==> config.mk <==
export PLATFORM = sky130hd
export DESIGN_NAME = event_probe_unit
export DESIGN_NICKNAME = d
export VERILOG_FILES = /design/src/rtl/evp_pkg.sv /design/src/rtl/evp_probe.sv /design/src/rtl/evp_arb.sv /design/src/rtl/evp_fifo.sv /design/src/rtl/event_probe_unit.sv
export SDC_FILE = /design/constraint.sdc
export NUM_CORES = 1
export LEC_CHECK = 0
export ABC_CLOCK_PERIOD_IN_PS = 5240
export BUFFER_PORTS_ARGS = -buffer_cell sky130_fd_sc_hd__buf_2
export CAP_MARGIN = 20
export CORE_MARGIN = 4
export CORE_UTILIZATION = 62
export DETAILED_ROUTE_END_ITERATION = 16
export PLACE_DENSITY = 0.8
export SETUP_SLACK_MARGIN = 0.4
export SLEW_MARGIN = 15
export SYNTH_ARGS = -nofsm -noshare
export SYNTH_HDL_FRONTEND = slang
export SYNTH_SLANG_ARGS = --single-unit
==> constraint.sdc <==
create_clock -name clk -period 5.24 [get_ports clk]
set_input_delay 0.786 -clock clk [delete_from_list [all_inputs] [get_ports clk]]
set_output_delay 0.786 -clock clk [all_outputs]
set_load 0.01 [all_outputs]
==> src/rtl/evp_pkg.sv <==
package evp_pkg;

    typedef enum logic [1:0] {
        MODE_EQ  = 2'd0,
        MODE_IN  = 2'd1,
        MODE_OUT = 2'd2,
        MODE_OFF = 2'd3
    } probe_mode_e;

    typedef enum logic [1:0] {
        SEL_CTRL = 2'd0,
        SEL_LO   = 2'd1,
        SEL_HI   = 2'd2,
        SEL_CNT  = 2'd3
    } probe_sel_e;

endpackage

==> src/rtl/evp_probe.sv <==
module evp_probe
    import evp_pkg::*;
#(
    parameter int VW = 16
) (
    input  logic          clk,
    input  logic          rst_n,
    input  logic          inc_i,
    input  logic          wr_i,
    input  logic [1:0]    wr_sel_i,
    input  logic [VW-1:0] wr_data_i,
    input  logic          grant_i,
    output logic          en_o,
    output logic [1:0]    mode_o,
    output logic [VW-1:0] lo_o,
    output logic [VW-1:0] hi_o,
    output logic [VW-1:0] cnt_o,
    output logic          req_o,
    output logic [VW-1:0] snap_o,
    output logic          lost_o
);

    typedef struct packed {
        logic          en;
        probe_mode_e   mode;
        logic [VW-1:0] lo;
        logic [VW-1:0] hi;
        logic [VW-1:0] cnt;
        logic          prev;
        logic          pend;
        logic [VW-1:0] snap;
    } probe_st_t;

    probe_st_t st_q, st_d;
    logic      cond;
    logic      fire;
    logic      lost;

    always_comb begin
        st_d = st_q;
        lost = 1'b0;
        case (st_q.mode)
            MODE_EQ:  cond = (st_q.cnt == st_q.lo);
            MODE_IN:  cond = (st_q.cnt >= st_q.lo) && (st_q.cnt <= st_q.hi);
            MODE_OUT: cond = (st_q.cnt < st_q.lo) || (st_q.cnt > st_q.hi);
            default:  cond = 1'b0;
        endcase
        fire      = st_q.en && cond && !st_q.prev;
        st_d.prev = st_q.en && cond;

        // a grant always serves the oldest request (pending before fresh)
        if (grant_i) begin
            if (st_q.pend && fire) begin
                st_d.pend = 1'b1;
                st_d.snap = st_q.cnt;
            end else begin
                st_d.pend = 1'b0;
            end
        end else if (fire) begin
            if (st_q.pend) begin
                lost = 1'b1;
            end else begin
                st_d.pend = 1'b1;
                st_d.snap = st_q.cnt;
            end
        end

        if (st_q.en && inc_i) begin
            st_d.cnt = st_q.cnt + 1'b1;
        end

        if (wr_i) begin
            case (probe_sel_e'(wr_sel_i))
                SEL_CTRL: begin
                    st_d.en   = wr_data_i[0];
                    st_d.mode = probe_mode_e'(wr_data_i[2:1]);
                end
                SEL_LO:  st_d.lo  = wr_data_i;
                SEL_HI:  st_d.hi  = wr_data_i;
                default: st_d.cnt = wr_data_i;
            endcase
        end
    end

    always_ff @(posedge clk) begin
        if (!rst_n) begin
            st_q <= '0;
        end else begin
            st_q <= st_d;
        end
    end

    assign en_o   = st_q.en;
    assign mode_o = st_q.mode;
    assign lo_o   = st_q.lo;
    assign hi_o   = st_q.hi;
    assign cnt_o  = st_q.cnt;
    assign req_o  = st_q.pend || fire;
    assign snap_o = st_q.pend ? st_q.snap : st_q.cnt;
    assign lost_o = lost;

    // a fresh trigger can never repeat on the following cycle
    assert_single_fire_R5: assert property (@(posedge clk) disable iff (!rst_n)
        fire |=> !fire);

    // a disabled probe without a counter write keeps its count
    assert_frozen_R6: assert property (@(posedge clk) disable iff (!rst_n)
        (!en_o && !(wr_i && wr_sel_i == 2'd3)) |=> $stable(cnt_o));

    // an ungranted pending event waits for a later slot
    assert_pending_kept_R9: assert property (@(posedge clk) disable iff (!rst_n)
        (st_q.pend && !grant_i) |=> st_q.pend);

endmodule

==> src/rtl/evp_arb.sv <==
module evp_arb #(
    parameter int N = 2
) (
    input  logic         sw_req_i,
    input  logic [N-1:0] req_i,
    output logic         sw_gnt_o,
    output logic [N-1:0] gnt_o
);

    logic taken;

    always_comb begin
        sw_gnt_o = sw_req_i;
        gnt_o    = '0;
        taken    = sw_req_i;
        for (int k = 0; k < N; k++) begin
            if (req_i[k] && !taken) begin
                gnt_o[k] = 1'b1;
                taken    = 1'b1;
            end
        end
    end

endmodule

==> src/rtl/evp_fifo.sv <==
module evp_fifo #(
    parameter int EW    = 18,
    parameter int DEPTH = 8,
    localparam int PW   = (DEPTH > 1) ? $clog2(DEPTH) : 1,
    localparam int CW   = $clog2(DEPTH + 1)
) (
    input  logic          clk,
    input  logic          rst_n,
    input  logic          push_i,
    input  logic [EW-1:0] data_i,
    input  logic          pop_i,
    output logic [EW-1:0] data_o,
    output logic          empty_o,
    output logic          full_o,
    output logic [CW-1:0] cnt_o
);

    typedef struct packed {
        logic [DEPTH-1:0][EW-1:0] mem;
        logic [PW-1:0]            wp;
        logic [PW-1:0]            rp;
        logic [CW-1:0]            cnt;
    } fifo_st_t;

    fifo_st_t st_q, st_d;
    logic     do_push;
    logic     do_pop;

    assign empty_o = (st_q.cnt == '0);
    assign full_o  = (st_q.cnt == CW'(DEPTH));
    assign data_o  = st_q.mem[st_q.rp];
    assign cnt_o   = st_q.cnt;

    always_comb begin
        st_d    = st_q;
        do_push = push_i && !full_o;
        do_pop  = pop_i && !empty_o;
        if (do_push) begin
            st_d.mem[st_q.wp] = data_i;
            st_d.wp = (st_q.wp == PW'(DEPTH - 1)) ? '0 : st_q.wp + 1'b1;
        end
        if (do_pop) begin
            st_d.rp = (st_q.rp == PW'(DEPTH - 1)) ? '0 : st_q.rp + 1'b1;
        end
        case ({do_push, do_pop})
            2'b10:   st_d.cnt = st_q.cnt + 1'b1;
            2'b01:   st_d.cnt = st_q.cnt - 1'b1;
            default: st_d.cnt = st_q.cnt;
        endcase
    end

    always_ff @(posedge clk) begin
        if (!rst_n) begin
            st_q <= '0;
        end else begin
            st_q <= st_d;
        end
    end

    // occupancy never exceeds the storage
    assert_fifo_bound_R11: assert property (@(posedge clk) disable iff (!rst_n)
        cnt_o <= CW'(DEPTH));

    // a lone pop removes exactly one entry
    assert_fifo_pop_R11: assert property (@(posedge clk) disable iff (!rst_n)
        (pop_i && !empty_o && !push_i) |=> (cnt_o == $past(cnt_o) - 1'b1));

endmodule

==> src/rtl/event_probe_unit.sv <==
module event_probe_unit
    import evp_pkg::*;
#(
    parameter int  NPROBE = 2,
    parameter int  VW     = 16,
    parameter int  DEPTH  = 8,
    localparam int AW     = $clog2(4 * NPROBE + 2),
    localparam int SRCW   = $clog2(NPROBE + 1)
) (
    input  logic              clk,
    input  logic              rst_n,
    input  logic [NPROBE-1:0] inc_i,
    input  logic              reg_wr_i,
    input  logic [AW-1:0]     reg_waddr_i,
    input  logic [VW-1:0]     reg_wdata_i,
    input  logic [AW-1:0]     reg_raddr_i,
    output logic [VW-1:0]     reg_rdata_o,
    output logic              ev_valid_o,
    input  logic              ev_pop_i,
    output logic [SRCW-1:0]   ev_src_o,
    output logic [VW-1:0]     ev_value_o
);

    localparam int EW     = SRCW + VW;
    localparam int CW     = $clog2(DEPTH + 1);
    localparam int SWEV_A = 4 * NPROBE;
    localparam int STAT_A = 4 * NPROBE + 1;

    typedef struct packed {
        logic ovf;
    } top_st_t;

    top_st_t st_q, st_d;

    logic [NPROBE-1:0]         p_wr, p_en, p_req, p_gnt, p_lost;
    logic [NPROBE-1:0][1:0]    p_mode;
    logic [NPROBE-1:0][VW-1:0] p_lo, p_hi, p_cnt, p_snap;
    logic                      sw_req, sw_gnt, any_gnt, push, drop, clr;
    logic [EW-1:0]             push_data, head;
    logic                      q_empty, q_full;
    logic [CW-1:0]             q_cnt;

    for (genvar i = 0; i < NPROBE; i++) begin : g_probe
        assign p_wr[i] = reg_wr_i && (int'(reg_waddr_i) < SWEV_A)
                         && ((int'(reg_waddr_i) / 4) == i);
        evp_probe #(.VW(VW)) i_probe (
            .clk       (clk),
            .rst_n     (rst_n),
            .inc_i     (inc_i[i]),
            .wr_i      (p_wr[i]),
            .wr_sel_i  (reg_waddr_i[1:0]),
            .wr_data_i (reg_wdata_i),
            .grant_i   (p_gnt[i]),
            .en_o      (p_en[i]),
            .mode_o    (p_mode[i]),
            .lo_o      (p_lo[i]),
            .hi_o      (p_hi[i]),
            .cnt_o     (p_cnt[i]),
            .req_o     (p_req[i]),
            .snap_o    (p_snap[i]),
            .lost_o    (p_lost[i])
        );
    end

    assign sw_req = reg_wr_i && (int'(reg_waddr_i) == SWEV_A);
    assign clr    = reg_wr_i && (int'(reg_waddr_i) == STAT_A) && reg_wdata_i[0];

    evp_arb #(.N(NPROBE)) i_arb (
        .sw_req_i (sw_req),
        .req_i    (p_req),
        .sw_gnt_o (sw_gnt),
        .gnt_o    (p_gnt)
    );

    always_comb begin
        push_data = {SRCW'(NPROBE), reg_wdata_i};
        for (int k = NPROBE - 1; k >= 0; k--) begin
            if (p_gnt[k]) begin
                push_data = {SRCW'(k), p_snap[k]};
            end
        end
        if (sw_gnt) begin
            push_data = {SRCW'(NPROBE), reg_wdata_i};
        end
    end

    assign any_gnt = sw_gnt || (|p_gnt);
    assign push    = any_gnt && !q_full;
    assign drop    = any_gnt && q_full;

    evp_fifo #(.EW(EW), .DEPTH(DEPTH)) i_fifo (
        .clk     (clk),
        .rst_n   (rst_n),
        .push_i  (push),
        .data_i  (push_data),
        .pop_i   (ev_pop_i),
        .data_o  (head),
        .empty_o (q_empty),
        .full_o  (q_full),
        .cnt_o   (q_cnt)
    );

    always_comb begin
        st_d     = st_q;
        st_d.ovf = (st_q.ovf && !clr) || drop || (|p_lost);
    end

    always_ff @(posedge clk) begin
        if (!rst_n) begin
            st_q <= '0;
        end else begin
            st_q <= st_d;
        end
    end

    always_comb begin
        reg_rdata_o = '0;
        if (int'(reg_raddr_i) == STAT_A) begin
            reg_rdata_o = VW'({q_cnt, q_full, q_empty, st_q.ovf});
        end else begin
            for (int k = 0; k < NPROBE; k++) begin
                if ((int'(reg_raddr_i) / 4) == k) begin
                    case (reg_raddr_i[1:0])
                        2'd0:    reg_rdata_o = VW'({p_mode[k], p_en[k]});
                        2'd1:    reg_rdata_o = p_lo[k];
                        2'd2:    reg_rdata_o = p_hi[k];
                        default: reg_rdata_o = p_cnt[k];
                    endcase
                end
            end
        end
    end

    assign ev_valid_o = !q_empty;
    assign ev_src_o   = head[EW-1:VW];
    assign ev_value_o = head[VW-1:0];

    // one winner per cycle, and software is never refused
    assert_one_grant_R9: assert property (@(posedge clk) disable iff (!rst_n)
        $onehot0({sw_gnt, p_gnt}));
    assert_sw_first_R9: assert property (@(posedge clk) disable iff (!rst_n)
        sw_req |-> (sw_gnt && p_gnt == '0));

    // a software event with room appears at the head next cycle
    assert_sw_visible_R7: assert property (@(posedge clk) disable iff (!rst_n)
        (sw_req && !q_full) |=> ev_valid_o);

    // overflow is sticky until cleared, and a drop sets it
    assert_ovf_sticky_R10: assert property (@(posedge clk) disable iff (!rst_n)
        (st_q.ovf && !clr) |=> st_q.ovf);
    assert_drop_flags_R10: assert property (@(posedge clk) disable iff (!rst_n)
        drop |=> st_q.ovf);

endmodule

### After elaboration in Yosys (flattened, before gate mapping)

Cells that the tools add are included.
Widths: inputs -> output; s select.

* add/subtract/negate cells: 6
* magnitude comparators: 12
* equality and inequality tests: 24
* multiplexer cells: 45
* reduce and logical (&&, ||, !) cells: 59

Operators by type and width (count)
* $mux 16: 15
* $bwmux 144: 1
* $pmux 16 s3: 2
* $mux 18: 5
* $mux 17: 4
* $logic_not 32->1: 2
* $bmux 18 s3: 1
* $demux 18 s3: 1
* $add 16x1->16 const B: 2
* $eq 16x16->1: 2
* $ge 16x16->1: 2
* $gt 16x16->1: 2
* $le 16x16->1: 2
* $lt 16x16->1: 2
* $logic_and 1x1->1: 24
* $eq 4x4->1 const B: 4
* $eq 2x2->1 const B: 7
* $reduce_and 2->1: 6
* $mux 1: 11
* $eq 2x1->1 const B: 5
* $logic_not 2->1: 4
* $lt 3x4->1 const B: 2
* $pmux 4 s2: 1
* $logic_not 1->1: 7
* 16 further kinds: 32

* bits in registers: 293
* bits of input ports: 30
* output and inout port bits: 35
* logic and storage cells: 174

### Longest topological paths before layout

Gate-level depths: netlist of the first run.

* depth after elaboration: 17
* mapped depth: 19

### Modules after synthesis

A second synthesis of the first run with hierarchy kept.

* cells, all modules: 2010
* area total of the unflattened synthesis: 17307.8 sq um

Modules (own cells, without submodules)
* evp_fifo: instances 1, cells each 748, area an instance 7279.5 sq um
* evp_probe at g_probe[1].i_probe: instances 1, cells each 537, area an instance 4254.1 sq um
* evp_probe at g_probe[0].i_probe: instances 1, cells each 528, area an instance 4204.0 sq um
* event_probe_unit: instances 1, cells each 194, area an instance 1544.0 sq um
* evp_arb: instances 1, cells each 3, area an instance 26.3 sq um

### Least setup slack after synthesis of the first run

OpenSTA, ideal clock, no wires.

* kind: reg-to-reg
* start point: register g_probe[1].i_probe.st_q (netlist bit g_probe[1].i_probe.cnt_o[14])
* end point: register, netlist name i_fifo.cnt_o[2]
* setup time: 0.070 ns
* data arrival time: 3.760 ns
* slack: 1.409 ns
* stages on the path, launching flop included: 19
* clock period less this slack: 3.831 ns
* cells stage by stage: dfxtp_1 -> ha_1 -> nand4_1 -> nor4_1 -> o21ai_1 -> a32o_1 -> a31o_1 -> nor2_4 -> buf_2 -> buf_2 -> a31oi_1 -> inv_1 -> ha_1 -> xor2_1 -> ha_1 -> a21oi_1 -> xor2_1 -> or3_1 -> a21oi_1

* longest elaborated chain between the ends: 14

RTL lines
* start: declaration: line evp_probe.sv:34 `probe_st_t st_q, st_d;`
* start signal: assignment: line evp_probe.sv:89 `st_q <= st_d;`
* $lt 16x16->1, or another cell as far along: line evp_probe.sv:45 `MODE_OUT: cond = (st_q.cnt < st_q.lo) || (st_q.cnt > st_q.hi);`
* $logic_or 1x1->1 / $logic_and 1x1->1 (equally long branches): line evp_probe.sv:45, evp_probe.sv:44
* $pmux 1 s3 *: line evp_probe.sv:42 `case (st_q.mode)`
* $logic_and 1x1->1 * (2 in series): line evp_probe.sv:48 `fire = st_q.en && cond && !st_q.prev;`
* $logic_or 1x1->1 *: line evp_probe.sv:98 `assign req_o = st_q.pend || fire;`
* $logic_and 1x1->1 *: line evp_arb.sv:17 `if (req_i[k] && !taken) begin`
* $mux 1 *: line evp_arb.sv:17
* $reduce_or 2->1 *: line event_probe_unit.sv:87 `assign any_gnt = sw_gnt || (|p_gnt);`
* $logic_or 1x1->1 *: line event_probe_unit.sv:87
* $logic_and 1x1->1 *: line event_probe_unit.sv:88 `assign push = any_gnt && !q_full;`
* $logic_and 1x1->1 *: line evp_fifo.sv:36 `do_push = push_i && !full_o;`
* $eq 2x1->1 / $eq 2x2->1 (equally long branches): line evp_fifo.sv:45 `case ({do_push, do_pop})`
* $pmux 4 s2 / $reduce_bool 2->1 (equally long branches)

Mark *: on every way between the ends. The rest lies on a longest branch, timed or not.
A chain may end at the register's enable or synchronous reset.

### Final worst setup path of the first run

* start point: register g_probe[0].i_probe.st_q (netlist bit g_probe[0].i_probe.cnt_o[13])
* end point: register, netlist name i_fifo.cnt_o[2]

* longest elaborated chain between the ends: 17

RTL lines (line)
* start: declaration: evp_probe.sv:34
* start signal: assignment: evp_probe.sv:89
* $lt 16x16->1, or another cell as far along: evp_probe.sv:45
* $logic_or 1x1->1 / $logic_and 1x1->1 (equally long branches): evp_probe.sv:45, evp_probe.sv:44
* $pmux 1 s3 *: evp_probe.sv:42
* $logic_and 1x1->1 * (2 in series): evp_probe.sv:48
* $logic_or 1x1->1 *: evp_probe.sv:98
* $logic_and 1x1->1 *: evp_arb.sv:17
* $mux 1: evp_arb.sv:17
* $logic_not 1->1: evp_arb.sv:17
* $logic_and 1x1->1: evp_arb.sv:17
* $mux 1: evp_arb.sv:17
* $reduce_or 2->1 *: event_probe_unit.sv:87
* $logic_or 1x1->1 *: event_probe_unit.sv:87
* $logic_and 1x1->1 *: event_probe_unit.sv:88
* $logic_and 1x1->1 *: evp_fifo.sv:36
* $eq 2x1->1 / $eq 2x2->1 (equally long branches): evp_fifo.sv:45
* $pmux 4 s2 / $reduce_bool 2->1 (equally long branches)

Marked as above.

==> flow_summary_export.csv, run 1 <==
group,metric,value,unit
logic_synthesis,ys_warn_count,0,
logic_synthesis,synth_seq_area_share,0.377,
worst_setup_path,cp.required,5.73,ns
routing,first_pass_iters,5,
floorplanning,initial_utilization,0.635,
floorplanning,die_x,166,um
clock_tree,cts_resized,0,
logic_synthesis,ys_types,74,
grt,grt_max_degree,56,
clock_tree,path_clk_slew,0.06,ns
pwr,ir_worst_vdd,0.000230,V
routing,dr.first_iter.drc_count,1179,
placed_design,dp_hpwl,30500,um
logic_synthesis,yosys_register_bits,293,
timing,fin_tns_setup,0,ns
worst_setup_path,setup.worst_path.start_class,"register",
floorplanning,coreArea,24500,um^2
placed_design,placed_area,15800,um^2
worst_setup_path,crit_arrival,4.92,ns
floorplanning,die-area,27700,um^2
logic_synthesis,synth_top_family_by_area,"compound AO/OA/AOI/OAI gates",
layout,final_util,0.687,
logic_synthesis,synthMuxAreaShare,0.105,
timing,rsz0062_at_grt,"false",
clock_tree,cts_buffer_depth,3,
logic_synthesis,synth-simple-area-share,0.154,
grt,antenna_found_initial,0,
timing,drv_slew,0,
logic_synthesis,synth-adder-area-share,0.0587,
timing,finalSetupViolCount,0,
logic_synthesis,synth_edf_count,0,
min_path,hold_path_class,"reg -> reg",
routing,drtAntennaViolNets,0,
layout,instances_no_fill,2035,
clock_tree,post_cts_buffers,0,
grt,grt_usage,0.315,
pwr,power_density,306,nW/um^2
worst_setup_path,cp_max_fo,8,
logic_synthesis,synth-main-ff-cell,"dfxtp_1",
timing,clock.fmax,0.226,GHz
placed_design,place_congestion,0.973,
logic_synthesis,synthCells,1711,
clock_tree,cts_sinks,293,
routing,wl_per_cell,22.5,um
grt,grt_pass1_vias,13167,
layout,drive_gt1_frac,0.151,
placed_design,place_inst,1976,
floorplanning,ios,65,
run_status,status,"completed",
layout,antenna_cells,0,
layout,num-nets-final,1790,
timing,fin_crit_sh,0.845,
timing,timing.final.ws_setup,0.814,ns
pwr,leakage,6.09,nW
clock_tree,cts_root_buf,"clkbuf_16",
logic_synthesis,ys_async_sr_fraction,0,
timing,slew_headroom,0.300,
logic_synthesis,synth-xor-area-share,0.0180,
timing,fin_skew,0.0239,ns
clock_tree,numCtsBuffers,31,
worst_setup_path,end_kind,"register",
grt,grt_pass1_wl,71500,um
logic_synthesis,synth.avg_cell_area,9.10,um^2
worst_setup_path,r2r_start,"g_probe[0].i_probe.cnt_o[13]",
clock_tree,clk_latency,0.58,ns
grt,grt_overflow,0,
floorplanning,die-height,166,um
layout,area_growth,8.20,%
timing,timing.final.hold_violations,0,
timing,period_minus_slack,4.43,ns
clock_tree,h-tree-depth,1,
placed_design,io_buffers,64,
worst_setup_path,crit_type,"reg -> reg",
logic_synthesis,syn_nets,1814,
routing,num_vias,13586,
clock_tree,cts_tree,"done",
worst_setup_path,worstSetupStartpoint,"g_probe[0].i_probe.cnt_o[13]",
run,maxCapViolations,0,
floorplanning,fp-row-count,57,
pwr,fin_total_pwr,5.16,mW
routing,drc,0,
placed_design,pre_cts_ws,0.951,ns
logic_synthesis,synth_compound_area_frac,0.223,
routing,via_per_inst,6.68,
logic_synthesis,syn-cell-area,15600,um^2
clock_tree,cts_hold_buf,0,
min_path,hp-start,"g_probe[1].i_probe.hi_o[12]",
layout,fin_area,16800,um^2
timing,hold_slack,0.456,ns
routing,wl,45700,um
timing,worst_pin_slew,1.05,ns
-- worst paths after layout --
path              slack, ns  cells after the start                           to
setup reg to reg       0.81                     16              i_fifo.cnt_o[2]
setup / recovery       0.81                     16              i_fifo.cnt_o[2]
hold reg to reg        0.46                      2  g_probe[1].i_probe.hi_o[12]
hold / removal         0.46                      2  g_probe[1].i_probe.hi_o[12]
-- cell families (layout without fill, tap and decap cells) --
family	Yosys count	count (layout)
XOR/XNOR	32	32
AND/OR/NAND/NOR	513	513
buffers and inverters	219	219
adder cells (fa/ha/maj)	73	73
AO/OA/AOI/OAI	474	474
flip-flops	293	293
multiplexers	107	107
-- cell usage in the layout (no fill, tap or decap), types with 6 or more instances in the layout --
cell	instances
dfxtp_1	291
nand2_1	250
a21oi_1	124
a22o_1	120
nor2_1	81
inv_1	77
ha_1	73
buf_2	64
o21ai_0	45
mux4_2	42
a211oi_1	41
nand3_1	36
mux2i_1	33
mux2_2	32
clkbuf_16	31
xor2_1	23
nor3_1	22
o22ai_1	22
nor4_1	20
a22oi_1	19
and2_1	18
buf_4	17
nand4_1	15
o32ai_1	15
nor3_2	15
and3_1	13
o21ai_1	13
nor2b_1	11
clkbuf_8	10
a31oi_1	9
a221oi_1	9
xnor2_1	9
nand2b_1	8
o2bb2ai_1	8
clkinv_2	7
a21oi_2	6
-- Yosys cell counts (18+ instances only) --
master,number,area share
nor4_1,20,0.0080
nand3_1,37,0.012
clkbuf_1,78,0.019
nor3_1,22,0.0071
xor2_1,23,0.013
dfxtp_1,293,0.38
mux2i_1,33,0.021
nand2_1,250,0.060
mux4_2,42,0.061
a22o_1,120,0.067
a22oi_1,19,0.0092
and2_1,18,0.0072
inv_1,78,0.019
a21oi_1,124,0.040
mux2_2,32,0.023
a211oi_1,41,0.020
nor2_1,81,0.020
o21ai_0,45,0.014
ha_1,73,0.059
o22ai_1,22,0.0088
-- area by class of cell --
type | count | area (um^2)
Clock buffer | 46 | 932
Sequential cell | 293 | 5870
Fill cell | 1894 | 7690
Tap cell | 324 | 405
Clock inverter | 11 | 123
Inverter | 78 | 295
Timing Repair Buffer | 84 | 489
Multi-Input combinational cell | 1199 | 8730
-- flip-flops by register name, summed over array words and instances, names as in the netlist --
| register | cells |
|---|---|
| g_probe.i_probe.hi_o | 32 |
| g_probe.i_probe.st_q | 36 |
| g_probe.i_probe.en_o | 2 |
| g_probe.i_probe.cnt_o | 32 |
| g_probe.i_probe.lo_o | 32 |
| st_q | 1 |
| g_probe.i_probe.mode_o | 4 |
| i_fifo.cnt_o | 4 |
| i_fifo.st_q | 150 |
-- power breakdown --
part | total (mW) | switching (mW) | leakage (nW) | internal, mW
Clock | 2.25 | 0.922 | 0.525 | 1.33
Sequential | 2.32 | 0.0666 | 2.36 | 2.25
Combinational | 0.586 | 0.378 | 3.20 | 0.209
Total | 5.16 | 1.37 | 6.09 | 3.79
-- worst max-delay path, cell delays in order (launching register included) --
cell      delay [ns]
dfxtp_1         0.49
ha_1            0.31
nand4_2         0.14
nor3_1          0.08
a2111o_1        0.42
o31ai_2         0.37
nand2_1         0.28
o311a_4         0.44
a31oi_1         0.35
inv_1           0.12
ha_1            0.26
xor2_1          0.17
ha_1            0.19
a21oi_1         0.15
xor2_1          0.10
or3_1           0.31
a21oi_1         0.14
-- layer usage --
metal  vias up  GRT usage  part of all wire
met5         -          0                 0
met4         0      0.166             0.057
met3       163     0.0441             0.092
met2       740      0.506              0.46
met1      6488      0.415              0.40
li1       6195          -                 -
(Power assumes the default switching activity.)
==> run 2: changes to the inputs <==
- ABC_CLOCK_PERIOD_IN_PS: 5240 -> 3600
- CORE_UTILIZATION: 62 -> 56
- PLACE_DENSITY: 0.8 -> 0.76
- clock period: 5.24 -> 3.6 ns (I/O delays scaled with it)
==> flow_summary_export.csv, run 2 (synthesized netlist as in run 1, its figures left out) <==
group,metric,value,unit
layout,num-nets-final,1933,
floorplanning,die-area,30500,um^2
clock_tree,cts_root_buf,"clkbuf_16",
run_status,failed_checks,"negative setup slack",
routing,num_vias,14555,
grt,grt_usage,0.317,
worst_setup_path,end_kind,"register",
placed_design,pre_cts_ws,-0.155,ns
layout,top_regs,"i_fifo.st_q: 150 flops, g_probe.i_probe.st_q: 36 flops",
worst_setup_path,crit_arrival,4.11,ns
grt,grt_max_degree,66,
grt,antenna_found_initial,0,
pwr,seqPwrFrac,0.433,
layout,final_common_cell,"dfxtp_1",
routing,drtAntennaViolNets,0,
timing,worst_pin_slew,1.14,ns
pwr,comb_power_share,0.147,
worst_setup_path,worstSetupEndpoint,"i_fifo.st_q[57]",
pwr,intPower,5.64,mW
run,maxCapViolations,0,
floorplanning,coreArea,27200,um^2
clock_tree,cts_tree,"done",
layout,fillers,1994,
grt,grt_pass1_vias,13916,
timing,rsz0062_at_grt,"true",
worst_setup_path,worstSetupStartpoint,"g_probe[0].i_probe.hi_o[5]",
clock_tree,cts_buffer_depth,3,
worst_setup_path,reg2regPathDepth,18,
grt,grt_overflow,0,
placed_design,placed_area,16600,um^2
worst_setup_path,rrSetupSlack,-0.05,ns
floorplanning,initial_utilization,0.573,
clock_tree,clk_latency,0.58,ns
timing,finalSetupViolCount,12,
timing,timing.final.ws_setup,-0.0504,ns
worst_setup_path,cp_max_fo,8,
layout,regMostFlops,"i_fifo.st_q",
worst_setup_path,r2r_end,"i_fifo.st_q[57]",
routing,wl_per_cell,23.7,um
routing,wl,52800,um
routing,drc,0,
pwr,power_density,401,nW/um^2
clock_tree,numCtsBuffers,31,
timing,fin_crit_sh,1.01,
timing,slew_headroom,0.236,
layout,fin_area,19300,um^2
layout,drive_gt1_frac,0.276,
pwr,leakage,7.13,nW
layout,layout_common_cells,"273 x dfxtp_1, 248 x nand2_1, 120 x a22o_1, 118 x a21oi_1, 99 x buf_4",
grt,grt_pass1_wl,78000,um
floorplanning,ios,65,
pwr,swShare,0.271,
floorplanning,fp-row-count,60,
run_status,status,"complete, but fails checks",
timing,drv_slew,0,
placed_design,io_buffers,64,
layout,area_growth,24.0,%
routing,first_pass_iters,7,
floorplanning,die_x,175,um
floorplanning,die-height,175,um
clock_tree,h-tree-depth,1,
pwr,power_switching,2.10,mW
worst_setup_path,setup.worst_path.start_class,"register",
timing,timing.final.hold_violations,0,
timing,period_minus_slack,3.65,ns
pwr,power_frac_clock,0.420,
clock_tree,path_clk_slew,0.06,ns
layout,antenna_cells,0,
worst_setup_path,crit_type,"reg -> reg",
worst_setup_path,r2r_start,"g_probe[0].i_probe.hi_o[5]",
worst_setup_path,cp.required,4.06,ns
placed_design,dp_hpwl,32200,um
min_path,hold_path_class,"in -> reg",
routing,dr.first_iter.drc_count,1788,
routing,via_per_inst,6.54,
layout,largest_register_ff_count,150,
clock_tree,cts_sinks,293,
timing,clock.fmax,0.274,GHz
layout,final_util,0.710,
timing,fin_skew,0.0154,ns
pwr,ir_worst_vdd,0.000389,V
placed_design,place_congestion,0.951,
==> run 2: power groups by stage <==
| stage | Sequential (mW) | Clock (mW) | Combinational (mW) |
|---|---|---|---|
| 4_1_cts | 3.36 | 3.26 | 1.06 |
| 5_1_grt | 3.36 | 3.40 | 1.21 |
| 3_3_place_gp | 3.42 | 0 | 0.938 |
| 3_5_place_dp | 3.43 | 0 | 0.957 |
| 6_report | 3.36 | 3.25 | 1.14 |
| 2_1_floorplan | 3.38 | 0 | 0.664 |
==> run 2: cell type report <==
| type | count | area, um^2 | area share |
|---|---|---|---|
| Inverter | 78 | 295 | 0.0153 |
| Tap cell | 372 | 465 | 0.0241 |
| Clock inverter | 10 | 110 | 0.00570 |
| Clock buffer | 46 | 912 | 0.0472 |
| Sequential cell | 293 | 5890 | 0.305 |
| Timing Repair Buffer | 225 | 2010 | 0.104 |
| Multi-Input combinational cell | 1201 | 9630 | 0.499 |
==> run 2: what timing repair did <==
| item | 4_1_cts | 5_1_grt |
|---|---|---|
| endpoints found under the setup margin | 181 | 195 |
| gates cloned | 6 | 2 |
| buffers inserted | 36 | 8 |
| pin swaps | 54 | 49 |
| resized for setup | 133 | 86 |
| hold buffers | 0 | 0 |
==> run 2: worst min path at each step <==
stage / startpoint / endpoint / slack, ns / cells past startpoint
2_1_floorplan: i_fifo.st_q[118] / i_fifo.st_q[118] / 0.43 / 1
3_3_place_gp: g_probe[1].i_probe.st_q[7] / g_probe[1].i_probe.st_q[7] / 0.44 / 2
3_5_place_dp: i_fifo.st_q[136] / i_fifo.st_q[136] / 0.44 / 1
4_1_cts: inc_i[0] / g_probe[0].i_probe.cnt_o[1] / 0.29 / 3
5_1_grt: inc_i[0] / g_probe[0].i_probe.cnt_o[1] / 0.33 / 3
6_report: inc_i[0] / g_probe[0].i_probe.cnt_o[1] / 0.31 / 3
==> run 2: routing by layer <==
layer | vias to the layer above | GRT usage | routed length [um]
met4 | 0 | 0.148 | 3290
met1 | 6967 | 0.414 | 20100
met5 | - | 0 | 0
met2 | 890 | 0.518 | 24400
li1 | 6483 | - | -
met3 | 215 | 0.0517 | 4920
==> run 2: per-stage QoR <==
stage               total power [mW]  std cells  hold WS [ns]  setup TNS, ns
global placement                4.36       2117         0.439        -0.0596
floorplan                       4.05       1711         0.427              0
CTS                             7.68       2215         0.291        -0.0364
detailed placement              4.38       2117         0.445          -1.38
global route                    7.97       2225         0.328          -8.71
finish                          7.75       2225         0.305         -0.319
==> run 2: critical path: stages, from the launching register on <==
cell	delay [ns]
dfxtp_1	0.31
inv_1	0.11
ha_4	0.22
a21oi_2	0.12
o21ai_1	0.08
a2111o_1	0.46
o31ai_4	0.36
a211o_1	0.21
buf_4	0.12
buf_6	0.08
buf_6	0.08
buf_6	0.09
o311ai_4	0.14
buf_6	0.18
buf_8	0.14
nor4_4	0.38
nor3_2	0.10
buf_6	0.16
a22o_1	0.22
==> run 3: changes to the inputs <==
- CORE_UTILIZATION: 56 -> 46
- PLACE_DENSITY: 0.76 -> not set
==> flow_summary_export.csv, run 3 (synthesized netlist as in run 1, its figures left out) <==
group,metric,value,unit
layout,instances_no_fill,2317,
min_path,hp-start,"rst_n",
layout,area_growth,28.1,%
floorplanning,fp-row-count,67,
timing,period_minus_slack,3.66,ns
grt,grt_max_degree,141,
layout,fin_area,19900,um^2
layout,final_util,0.596,
routing,drc,0,
clock_tree,cts_tree,"done",
routing,dr.first_iter.drc_count,1299,
min_path,holdPathEnd,"i_fifo.st_q[153]",
timing,rsz0062_at_grt,"true",
min_path,whs_path_depth,2,
clock_tree,path_clk_slew,0.06,ns
min_path,hold_path_class,"in -> reg",
routing,first_pass_iters,5,
timing,timing.final.hold_violations,0,
timing,slew_headroom,0.435,
clock_tree,cts_hold_buf,0,
worst_setup_path,crit_type,"reg -> reg",
timing,finalSetupViolCount,48,
worst_setup_path,reg2regPathDepth,17,
timing,timing.final.ws_setup,-0.0615,ns
floorplanning,die_x,192,um
placed_design,pre_cts_ws,-0.150,ns
floorplanning,die-height,192,um
worst_setup_path,cp.required,4.02,ns
routing,wl,53600,um
placed_design,place_inst,2191,
pwr,leakage,7.30,nW
placed_design,io_buffers,64,
routing,drtAntennaViolNets,0,
timing,drv_slew,0,
pwr,fin_total_pwr,8.33,mW
layout,layout_common_cells,"260 x dfxtp_1, 247 x nand2_1, 120 x a22o_1, 113 x a21oi_1, 110 x buf_4",
routing,num_vias,14036,
worst_setup_path,setup.worst_path.start_class,"register",
layout,fillers,2838,
worst_setup_path,crit_arrival,4.08,ns
placed_design,place_congestion,0.926,
routing,wl_per_cell,23.1,um
placed_design,dp_hpwl,33500,um
clock_tree,clk_latency,0.53,ns
clock_tree,cts_root_buf,"clkbuf_16",
run_status,status,"complete, but fails checks",
timing,fin_crit_sh,1.02,
pwr,power_density,418,nW/um^2
layout,drive_gt1_frac,0.295,
worst_setup_path,end_kind,"register",
clock_tree,cts_buffer_depth,3,
clock_tree,h-tree-depth,2,
run_status,failed_checks,"negative setup slack",
clock_tree,cts_sinks,293,
run,maxCapViolations,0,
floorplanning,coreArea,33400,um^2
timing,worst_pin_slew,0.847,ns
layout,top_regs,"i_fifo.st_q: 150 flops, g_probe.i_probe.st_q: 36 flops",
layout,regMostFlops,"i_fifo.st_q",
pwr,ir_worst_vdd,0.000334,V
floorplanning,ios,65,
worst_setup_path,rrSetupSlack,-0.06,ns
layout,antenna_cells,0,
worst_setup_path,r2r_start,"g_probe[0].i_probe.cnt_o[13]",
clock_tree,numCtsBuffers,36,
grt,antenna_found_initial,0,
grt,grt_overflow,0,
worst_setup_path,cp_max_fo,6,
layout,largest_register_ff_count,150,
grt,grt_usage,0.284,
routing,via_per_inst,6.06,
timing,fin_skew,0.0120,ns
worst_setup_path,r2r_end,"i_fifo.st_q[37]",
floorplanning,initial_utilization,0.466,
placed_design,placed_area,16800,um^2
layout,final_common_cell,"dfxtp_1",
timing,hold_slack,0.323,ns
grt,grt_pass1_vias,13579,
timing,fin_tns_setup,-1.42,ns
timing,clock.fmax,0.273,GHz
grt,grt_pass1_wl,81200,um
layout,num-nets-final,1947,
floorplanning,die-area,36900,um^2
run 3: metal layers:
metal / GRT usage / vias up / share of wire
met4: 0.127 / 0 / 0.044
li1: - / 6520 / -
met5: 0 / - / 0
met3: 0.0454 / 136 / 0.067
met2: 0.456 / 547 / 0.47
met1: 0.378 / 6833 / 0.42
run 3: timing repair:
| action | 4_1_cts | 5_1_grt |
|---|---|---|
| gates cloned | 13 | 1 |
| gates resized for setup | 145 | 86 |
| pin swaps | 67 | 34 |
| setup endpoints to repair | 165 | 180 |
| buffers inserted | 38 | 11 |
run 3: final cells by class:
type | instances | area (um^2) | area share
clock inverters | 8 | 125 | 0.00628
repair buffers | 232 | 2140 | 0.107
clock buffers | 55 | 1080 | 0.0543
multi-input cells | 1203 | 9820 | 0.492
inverters | 78 | 295 | 0.0148
flip-flops and latches | 293 | 5920 | 0.297
well taps | 448 | 561 | 0.0281
run 3: how the worst max path moves through the flow:
stage	startpoint	end	slack (ns)	cells after the start
6_report	g_probe[0].i_probe.cnt_o[13]	i_fifo.st_q[37]	-0.06	17
5_1_grt	g_probe[0].i_probe.hi_o[15]	i_fifo.cnt_o[3]	-0.17	18
4_1_cts	g_probe[0].i_probe.cnt_o[7]	i_fifo.cnt_o[2]	-0.03	17
3_5_place_dp	g_probe[0].i_probe.hi_o[15]	i_fifo.cnt_o[3]	-0.15	16
3_3_place_gp	g_probe[0].i_probe.hi_o[13]	i_fifo.cnt_o[3]	-0.06	16
2_1_floorplan	g_probe[1].i_probe.lo_o[1]	i_fifo.cnt_o[2]	0.12	19
run 3: where the power goes:
group	switching [mW]	internal (mW)
Combinational	0.715	0.533
Clock	1.47	2.29
Sequential	0.0499	3.28
run 3: critical path, stage by stage, from the launching register on:
cell,delay (ns)
dfxtp_4,0.37
ha_4,0.29
nand4_4,0.14
nor4_4,0.32
a21boi_4,0.24
o31ai_4,0.09
buf_4,0.15
a211o_1,0.31
o311a_4,0.15
buf_4,0.15
buf_6,0.11
buf_12,0.13
a311oi_4,0.30
buf_4,0.21
buf_6,0.11
a21oi_4,0.09
clkbuf_16,0.21
a22o_1,0.17
